--- src/rtl/scp_pkg.sv ---
package scp_pkg;

   localparam int          WORD_BITS   = 8;
   localparam logic [2:0]  FSET_OPCODE = 3'b001;
   localparam logic [7:0]  READ_CMD    = 8'h00;

   typedef struct packed {
      logic flip_x;
      logic flip_y;
      logic sleep;
      logic vert_incr;
      logic ext_mode;
   } disp_flags_t;

endpackage

--- src/rtl/scp_sync_edge.sv ---
module scp_sync_edge #(
   parameter int STAGES = 2
) (
   input  logic clk,
   input  logic rst_n,
   input  logic sclk_i,
   input  logic sdin_i,
   input  logic csn_i,
   input  logic dc_i,
   output logic sdin_o,
   output logic csn_o,
   output logic dc_o,
   output logic rise_o,
   output logic fall_o
);

   logic sclk_s;
   logic sclk_q;

   if (STAGES < 0 || STAGES > 4) begin : g_bad_stages
      $error("scp_sync_edge: STAGES must be 0..4");
   end

   if (STAGES == 0) begin : g_bypass
      assign sclk_s = sclk_i;
      assign sdin_o = sdin_i;
      assign csn_o  = csn_i;
      assign dc_o   = dc_i;
   end else begin : g_sync
      // bit order {dc, csn, sdin, sclk}
      logic [3:0] chain [STAGES];
      always_ff @(posedge clk or negedge rst_n) begin
         if (!rst_n) begin
            for (int i = 0; i < STAGES; i++) chain[i] <= 4'b0100;
         end else begin
            chain[0] <= {dc_i, csn_i, sdin_i, sclk_i};
            for (int i = 1; i < STAGES; i++) chain[i] <= chain[i-1];
         end
      end
      assign sclk_s = chain[STAGES-1][0];
      assign sdin_o = chain[STAGES-1][1];
      assign csn_o  = chain[STAGES-1][2];
      assign dc_o   = chain[STAGES-1][3];
   end

   always_ff @(posedge clk or negedge rst_n) begin
      if (!rst_n) sclk_q <= 1'b0;
      else        sclk_q <= sclk_s;
   end

   assign rise_o = sclk_s & ~sclk_q;
   assign fall_o = ~sclk_s & sclk_q;

endmodule

--- src/rtl/scp_rx.sv ---
module scp_rx #(
   parameter int W = 8
) (
   input  logic         clk,
   input  logic         rst_n,
   input  logic         clr_i,
   input  logic         en_i,
   input  logic         bit_i,
   input  logic         dc_i,
   output logic         word_valid_o,
   output logic [W-1:0] word_o,
   output logic         word_dc_o
);

   localparam int CW = $clog2(W);

   logic [W-1:0]  shreg;
   logic [CW-1:0] cnt;
   logic [W-1:0]  next_word;

   if (W < 2) begin : g_bad_w
      $error("scp_rx: W must be at least 2");
   end

   assign next_word = {shreg[W-2:0], bit_i};

   always_ff @(posedge clk or negedge rst_n) begin
      if (!rst_n) begin
         shreg        <= '0;
         cnt          <= '0;
         word_valid_o <= 1'b0;
         word_o       <= '0;
         word_dc_o    <= 1'b0;
      end else begin
         word_valid_o <= 1'b0;
         if (clr_i) begin
            cnt <= '0;
         end else if (en_i) begin
            shreg <= next_word;
            if (cnt == CW'(W-1)) begin
               cnt          <= '0;
               word_valid_o <= 1'b1;
               word_o       <= next_word;
               word_dc_o    <= dc_i;
            end else begin
               cnt <= cnt + 1'b1;
            end
         end
      end
   end


   cnt_range_chk: assert property (@(posedge clk) disable iff (!rst_n)
      clr_i |=> (cnt == '0));

endmodule

--- src/rtl/scp_tx.sv ---
module scp_tx #(
   parameter int W = 8
) (
   input  logic         clk,
   input  logic         rst_n,
   input  logic         abort_i,
   input  logic         arm_i,
   input  logic         rise_i,
   input  logic         fall_i,
   input  logic [W-1:0] status_i,
   output logic         busy_o,
   output logic         sout_o,
   output logic         oe_o
);

   localparam int RW = $clog2(W + 1);

   logic [W-1:0]  shreg;
   logic [RW-1:0] rd_cnt;

   always_ff @(posedge clk or negedge rst_n) begin
      if (!rst_n) begin
         busy_o <= 1'b0;
         oe_o   <= 1'b0;
         sout_o <= 1'b0;
         shreg  <= '0;
         rd_cnt <= '0;
      end else if (abort_i) begin
         busy_o <= 1'b0;
         oe_o   <= 1'b0;
         rd_cnt <= '0;
      end else begin
         if (arm_i) busy_o <= 1'b1;
         if (busy_o && oe_o && rise_i) rd_cnt <= rd_cnt + 1'b1;
         if (busy_o && fall_i) begin
            if (!oe_o) begin
               oe_o   <= 1'b1;
               sout_o <= status_i[W-1];
               shreg  <= {status_i[W-2:0], 1'b0};
               rd_cnt <= '0;
            end else if (rd_cnt == RW'(W)) begin
               oe_o   <= 1'b0;
               busy_o <= 1'b0;
            end else begin
               sout_o <= shreg[W-1];
               shreg  <= {shreg[W-2:0], 1'b0};
            end
         end
      end
   end


   rd_cnt_limit_chk: assert property (@(posedge clk) disable iff (!rst_n)
      rd_cnt <= RW'(W));


   oe_needs_busy_chk: assert property (@(posedge clk) disable iff (!rst_n)
      oe_o |-> busy_o);


   dout_fall_only_chk: assert property (@(posedge clk) disable iff (!rst_n)
      !fall_i |=> $stable(sout_o));

endmodule

--- src/rtl/serial_cmd_port.sv ---
module serial_cmd_port
   import scp_pkg::*;
#(
   parameter int WORD_W      = 8,
   parameter int SYNC_STAGES = 2,
   parameter int DEV_ADDR    = 5
) (
   input  logic              clk,
   input  logic              rst_n,
   input  logic              cs_n,
   input  logic              ser_clk,
   input  logic              ser_din,
   input  logic              dc_sel,
   output logic              ser_dout,
   output logic              dout_en,
   output logic              cmd_valid,
   output logic [WORD_W-1:0] cmd_byte,
   output logic              data_valid,
   output logic [WORD_W-1:0] data_byte,
   output logic              flip_x,
   output logic              flip_y,
   output logic              sleep,
   output logic              vert_incr,
   output logic              ext_mode
);

   localparam int ADDR_W = WORD_W - 5;

   if (WORD_W != WORD_BITS) begin : g_bad_word
      $error("serial_cmd_port: WORD_W must be 8");
   end
   if (DEV_ADDR < 0 || DEV_ADDR >= (1 << ADDR_W)) begin : g_bad_addr
      $error("serial_cmd_port: DEV_ADDR out of range");
   end

   logic s_din, s_csn, s_dc, s_rise, s_fall;
   logic rx_valid, rx_dc;
   logic [WORD_W-1:0] rx_word;
   logic tx_busy, read_arm;
   logic [WORD_W-1:0] status_byte;
   disp_flags_t flags;

   scp_sync_edge #(.STAGES(SYNC_STAGES)) sync_i (
      .clk    (clk),
      .rst_n  (rst_n),
      .sclk_i (ser_clk),
      .sdin_i (ser_din),
      .csn_i  (cs_n),
      .dc_i   (dc_sel),
      .sdin_o (s_din),
      .csn_o  (s_csn),
      .dc_o   (s_dc),
      .rise_o (s_rise),
      .fall_o (s_fall)
   );

   scp_rx #(.W(WORD_W)) rx_i (
      .clk          (clk),
      .rst_n        (rst_n),
      .clr_i        (s_csn),
      .en_i         (s_rise & ~tx_busy),
      .bit_i        (s_din),
      .dc_i         (s_dc),
      .word_valid_o (rx_valid),
      .word_o       (rx_word),
      .word_dc_o    (rx_dc)
   );

   assign read_arm    = rx_valid & ~rx_dc & (rx_word == READ_CMD);
   assign status_byte = {flags.sleep, flags.flip_x, flags.flip_y,
                         flags.vert_incr, flags.ext_mode, ADDR_W'(DEV_ADDR)};

   scp_tx #(.W(WORD_W)) tx_i (
      .clk      (clk),
      .rst_n    (rst_n),
      .abort_i  (s_csn),
      .arm_i    (read_arm),
      .rise_i   (s_rise),
      .fall_i   (s_fall),
      .status_i (status_byte),
      .busy_o   (tx_busy),
      .sout_o   (ser_dout),
      .oe_o     (dout_en)
   );

   always_ff @(posedge clk or negedge rst_n) begin
      if (!rst_n) begin
         cmd_valid  <= 1'b0;
         cmd_byte   <= '0;
         data_valid <= 1'b0;
         data_byte  <= '0;
         flags      <= '0;
      end else begin
         cmd_valid  <= 1'b0;
         data_valid <= 1'b0;
         if (rx_valid) begin
            if (rx_dc) begin
               data_valid <= 1'b1;
               data_byte  <= rx_word;
            end else if (rx_word != READ_CMD) begin
               cmd_valid <= 1'b1;
               cmd_byte  <= rx_word;
               if (rx_word[7:5] == FSET_OPCODE) flags <= rx_word[4:0];
            end
         end
      end
   end

   assign flip_x    = flags.flip_x;
   assign flip_y    = flags.flip_y;
   assign sleep     = flags.sleep;
   assign vert_incr = flags.vert_incr;
   assign ext_mode  = flags.ext_mode;


   no_zero_cmd_chk: assert property (@(posedge clk) disable iff (!rst_n)
      cmd_valid |-> (cmd_byte != '0));


   strobe_excl_chk: assert property (@(posedge clk) disable iff (!rst_n)
      !(cmd_valid && data_valid));


   quiet_read_chk: assert property (@(posedge clk) disable iff (!rst_n)
      dout_en |-> !(cmd_valid || data_valid));


   cs_release_chk: assert property (@(posedge clk) disable iff (!rst_n)
      s_csn |=> !dout_en);

endmodule

--- config.mk ---
export PLATFORM = sky130hd
export DESIGN_NAME = serial_cmd_port
export DESIGN_NICKNAME = d
export VERILOG_FILES = /design/src/rtl/scp_pkg.sv /design/src/rtl/scp_sync_edge.sv /design/src/rtl/scp_rx.sv /design/src/rtl/scp_tx.sv /design/src/rtl/serial_cmd_port.sv
export SDC_FILE = /design/constraint.sdc
export NUM_CORES = 1
export LEC_CHECK = 0
export BUFFER_PORTS_ARGS = -buffer_cell sky130_fd_sc_hd__buf_4
export CORE_ASPECT_RATIO = 0.8
export CORE_MARGIN = 2
export CORE_UTILIZATION = 40
export DETAILED_ROUTE_END_ITERATION = 6
export HOLD_SLACK_MARGIN = 0.06
export SYNTH_ARGS = -nofsm -noshare
export SYNTH_HDL_FRONTEND = slang
export SYNTH_SLANG_ARGS = --single-unit
export TNS_END_PERCENT = 50
--- constraint.sdc ---
create_clock -name clk -period 1.5 [get_ports clk]
set_input_delay 0.3 -clock clk [delete_from_list [all_inputs] [get_ports clk]]
set_output_delay 0.3 -clock clk [all_outputs]
set_load 0.02 [all_outputs]
* Word-level counts from Yosys, hierarchy flattened
Index checks and enable logic that the tools add are counted.
** Cells by class
- $add $sub $neg :: 2
- Equal/unequal tests :: 4
- Multiplexer cells :: 28
- Reductions and logical operators :: 13
- Bitwise gates (word level) :: 10
** Operators with widths (number)
- 1-bit 2-to-1 mux :: 19
- 4-bit 2-to-1 mux :: 4
- 8-bit 2-to-1 mux :: 2
- 3-bit 2-to-1 mux :: 3
- 3-bit AND reduction :: 3
- 8-bit zero test :: 1
- 8-bit nonzero test :: 1
- 1-bit AND :: 5
- 1-bit inverter :: 5
- 4-bit by 1-bit adder with 4-bit output, second input constant :: 1
- 4-bit equality test, second input constant :: 1
- 2-bit AND reduction :: 2
- 4-bit AND reduction :: 1
- 2-bit nonzero test :: 2
- 3-bit by 1-bit adder with 3-bit output, second input constant :: 1
- 3-bit by 1-bit equality test with 1-bit output, second input constant :: 1
- 3-bit equality test, second input constant :: 1
- 1-bit logical AND :: 3
- 2-bit inequality test, second input constant :: 1
** Storage, ports and cells
- Input bits :: 6
- Output and inout bits :: 25
- Logic and storage cells :: 79
- Register bits after elaboration :: 67

* Depth between registers and ports, before layout
- Depth in word-level cells :: 8
- Mapped depth :: 5
- Mapped depth without buffers :: 5

* Cells and area by module
From an unflattened synthesis, not the netlist that was laid out.
** Second synthesis, totals
- Cell total of the unflattened synthesis :: 175
- Area total of the unflattened synthesis :: 2742.6 µm²
** Modules (own cells, without submodules)
- serial_cmd_port :: area each 952.2 µm², cells an instance 58, instances 1, seq. area each 575.6 µm²
- scp_rx :: area each 849.6 µm², cells an instance 50, instances 1, seq. area each 500.5 µm²
- scp_tx :: area each 698.2 µm², cells an instance 56, instances 1, seq. area each 350.3 µm²
- scp_sync_edge :: area each 242.7 µm², cells an instance 11, instances 1, seq. area each 227.7 µm²

* Worst setup path before layout
OpenSTA, ideal clock, no wires.
- Path type :: flip-flop to flip-flop
- Start :: register tx_i.rd_cnt[0]
- End :: register tx_i.shreg[3]
- Period minus slack after synthesis :: 1.599 ns
- Arrival time :: 1.474 ns
- Data required time :: 1.375 ns
- Library setup time :: 0.125 ns
- Stages on the path, launching flop included :: 6
- Setup slack :: -0.099 ns
- Path buffers :: 0
- Cells stage by stage :: dfrtp_1 -> inv_1 -> ha_1 -> and4b_1 -> nor3_4 -> mux2_2
** Between the ends
- Word-level cells in the longest chain between the ends :: 3
** Ends and longest elaborated chain
- start: declaration :: RTL line scp_tx.sv:19 : logic [RW-1:0] rd_cnt;
- start signal: assignment :: RTL line scp_tx.sv:34 : if (busy_o && oe_o && rise_i) rd_cnt <= rd_cnt + 1'b1;
- 4-bit equality test :: RTL line scp_tx.sv:41 : end else if (rd_cnt == RW'(W)) begin
- 2-bit inequality test (no source line)
- 3-bit AND reduction (no source line)
- end signal: assignment :: RTL line scp_tx.sv:39 : shreg <= {status_i[W-2:0], 1'b0};
- end signal: assignment :: RTL line scp_tx.sv:46 : shreg <= {shreg[W-2:0], 1'b0};
- end: declaration :: RTL line scp_tx.sv:18 : logic [W-1:0] shreg;
Every way passes these cells.
A chain may end at the register's enable or synchronous reset.

* Worst setup path in the final report
- Start :: register tx_i.rd_cnt[1]
- End :: register tx_i.shreg[6]
The elaborated chain is that of the path after synthesis.

==> flow_summary.ini <==
[worst_hold_path]
hold_depth = 0
hold_start = sync_i.g_sync.chain[7]$_DFF_PN0_
whs_endpoint = sync_i.dc_o$_DFF_PN0_
hold_path.class = reg -> reg

[placed_design]
pre_cts_ws_ns = -0.130
gp_congestion = 0.780
io_buffers = 30
place_inst = 307
dp_hpwl_um = 3440

[layout]
register_area_um2 = 1660
diodes = 0
fin_cells = 333
nets = 255
drive_above_1_share_pct = 54.2
fillerInstances = 509
multi_input_comb_area_um2 = 960
syn2layout_area_growth_pct = 34.3

[synth]
syn_nets = 179
yosys-top-cells-count = dfrtp_1, mux2_2, inv_1, nor2_1
ys_seq_area_share_pct = 63.8
ys_types = 30
syn_inst = 169
yosys_warnings = 0
synth_edf_count = 0
ys_ff_latch = 66
netlist_area_um2 = 2590
synth_most_common_cell = dfrtp_1
ys.flop_type = dfrtp_1
avgSynthCellArea_um2 = 15.3
async_reset_ff_share_pct = 100
yosysTopAreaCell = dfrtp_1
synth.area.top_cells = dfrtp_1, mux2_2, dfstp_2
synth_top_area_share_pct = 61.8

[worst_setup_path]
crit_path_max_fanout = 7
reg2reg_depth = 6
r2r-start = tx_i.rd_cnt[1]$_DFF_PN0_
critPathKind = reg -> reg
rrSetupSlack_ns = -0.03
reg2reg_to = tx_i.shreg[6]$_DFFE_PN0P_
arrival_ns = 1.74
startpoint = tx_i.rd_cnt[1]$_DFF_PN0_
startpoint_type = register
endpoint_kind = register
required_ns = 1.71

[clock_network]
cts.sinks = 66
clk_latency_ns = 0.34
cts_root_buffer = clkbuf_8
clock_path_buffers = 2
tritoncts = built
htree_levels = 3
cts.clk_slew.worst_paths_ns = 0.07
cts_inserted_buffers = 9

[sta]
finClkSkew_ns = 0.00928
finalCriticalPeriod_ns = 1.53
setup_slack_ns = -0.0297
final_hold_viol_count = 0
tightest_slew_ns = 0.403
maxSlewHeadroom_pct = 73.1
min_period_over_period_pct = 102
final-max-slew-violation-count = 0
setup_violations = 6
rsz0062_at_grt = yes
max_freq_ghz = 0.654

[routing]
wirelength_um = 4920
dr.pass1.iters = 4
vias = 1610
dr.first_iter.drc_count = 42
drc_errors = 0
wl_per_cell_um = 14.8
ant_nets = 0
vias_per_cell = 4.83

[floorplan]
ios = 31
placementRows = 26
die_h_um = 76.0
initial_core_util_pct = 41.1
coreArea_um2 = 6310
die_area_um2 = 7140
die_w_um = 94.0

[flow_run]
max-cap-violations = 0

[pwr]
powerDensity_nw_per_um2 = 1010
power_mw = 3.52
p_leak_nw = 1.75
peakVddDrop_mv = 0.730

[global_routing]
grt_pass1_wl_um = 8700
grt_antenna_before_repair = 0
gr-usage-all-layers_pct = 16.1
grt_overflow_total = 0
grt_max_degree = 25
grt_pass1_vias = 1773

[run_status]
violations = negative setup slack
status = finished, violations left
[cells in the final DEF, fill, tap and decap left out, types with 4 or more instances in the layout]
master / n
dfrtp_1: 63
nor2_1: 6
dlygate4sd3_1: 5
mux2i_1: 4
mux2_2: 42
mux2_4: 6
buf_4: 58
clkbuf_8: 10
inv_1: 6
[through the flow]
step                      util [%]  TNS (ns)  hold slack, ns  instance area (um^2)
after CTS                     55.0    -0.355           0.356                  3470
after detailed placement      49.3    -0.895           0.214                  3110
after global routing          55.1    -0.607           0.368                  3480
after global placement        49.3    -0.435           0.214                  3110
after floorplan                  -    -0.632         0.00441                  2590
final                         55.1    -0.108           0.350                  3480
[critical path: stages (launching register included)]
cell     delay [ns]
dfrtp_1        0.35
inv_1          0.07
ha_4           0.15
and4b_1        0.21
nor3_4         0.16
buf_12         0.15
mux2_4         0.30
[state kept, by name, summed over array words and instances, names as in the netlist, 3 cells and up]
| register | count |
|---|---|
| tx_i.rd_cnt | 4 |
| cmd_byte | 8 |
| data_byte | 8 |
| rx_i.cnt | 3 |
| rx_i.word_o | 8 |
| tx_i.shreg | 7 |
| sync_i.g_sync.chain | 5 |
| rx_i.shreg | 7 |
[kinds of logic (layout without fill, tap and decap cells)]
kind of cell	Yosys count	in the layout	share of synthesized area (%)
compound gates	10	10	2.51
xor+xnor	2	2	0.676
fa+ha+maj	4	4	1.93
buf+inv	9	89	1.59
flops	66	66	63.8
mux	52	52	22.4
simple gates	26	26	7.05
[what timing repair did]
item | in CTS | in global routing
pin swaps | 4 | 3
resized for setup | 13 | 4
hold buffers | 5 | 0
buffers inserted | 7 | 1
endpoints found under the setup margin | 12 | 26
endpoints found under the hold margin | 21 | 0
[report_power, final]
part           internal (mW)  switching, mW  leakage, nW  total [mW]
registers               1.88         0.0620        0.886        1.94
logic                 0.0998         0.0712        0.768       0.171
clock network          0.799          0.611       0.0962        1.41
[how the worst max path moves through the flow]
stage	to	slack (ns)
final	tx_i.shreg[6]$_DFFE_PN0P_	-0.03
after global routing	tx_i.shreg[6]$_DFFE_PN0P_	-0.09
after CTS	tx_i.shreg[6]$_DFFE_PN0P_	-0.07
after detailed placement	tx_i.shreg[6]$_DFFE_PN0P_	-0.13
after global placement	tx_i.shreg[6]$_DFFE_PN0P_	-0.07
after floorplan	tx_i.shreg[3]$_DFFE_PN0P_	-0.1
[layout make-up]
class	instances	share of cell area [%]
clock inverter	3	1.15
clock buffer	12	4.17
timing repair buffer	67	15.7
sequential	66	47.6
tap	84	3.02
inverter	7	0.755
multi-input combinational	94	27.6
[routing by layer]
layer	GRT usage [%]	up-vias	wire [um]
met1	20.4	830	2200
met3	6.53	7	194
li1	-	749	-
met2	25.4	24	2470
met5	0	-	0
met4	4.78	0	51
Note: power is estimated with default switching activity, not from simulation.
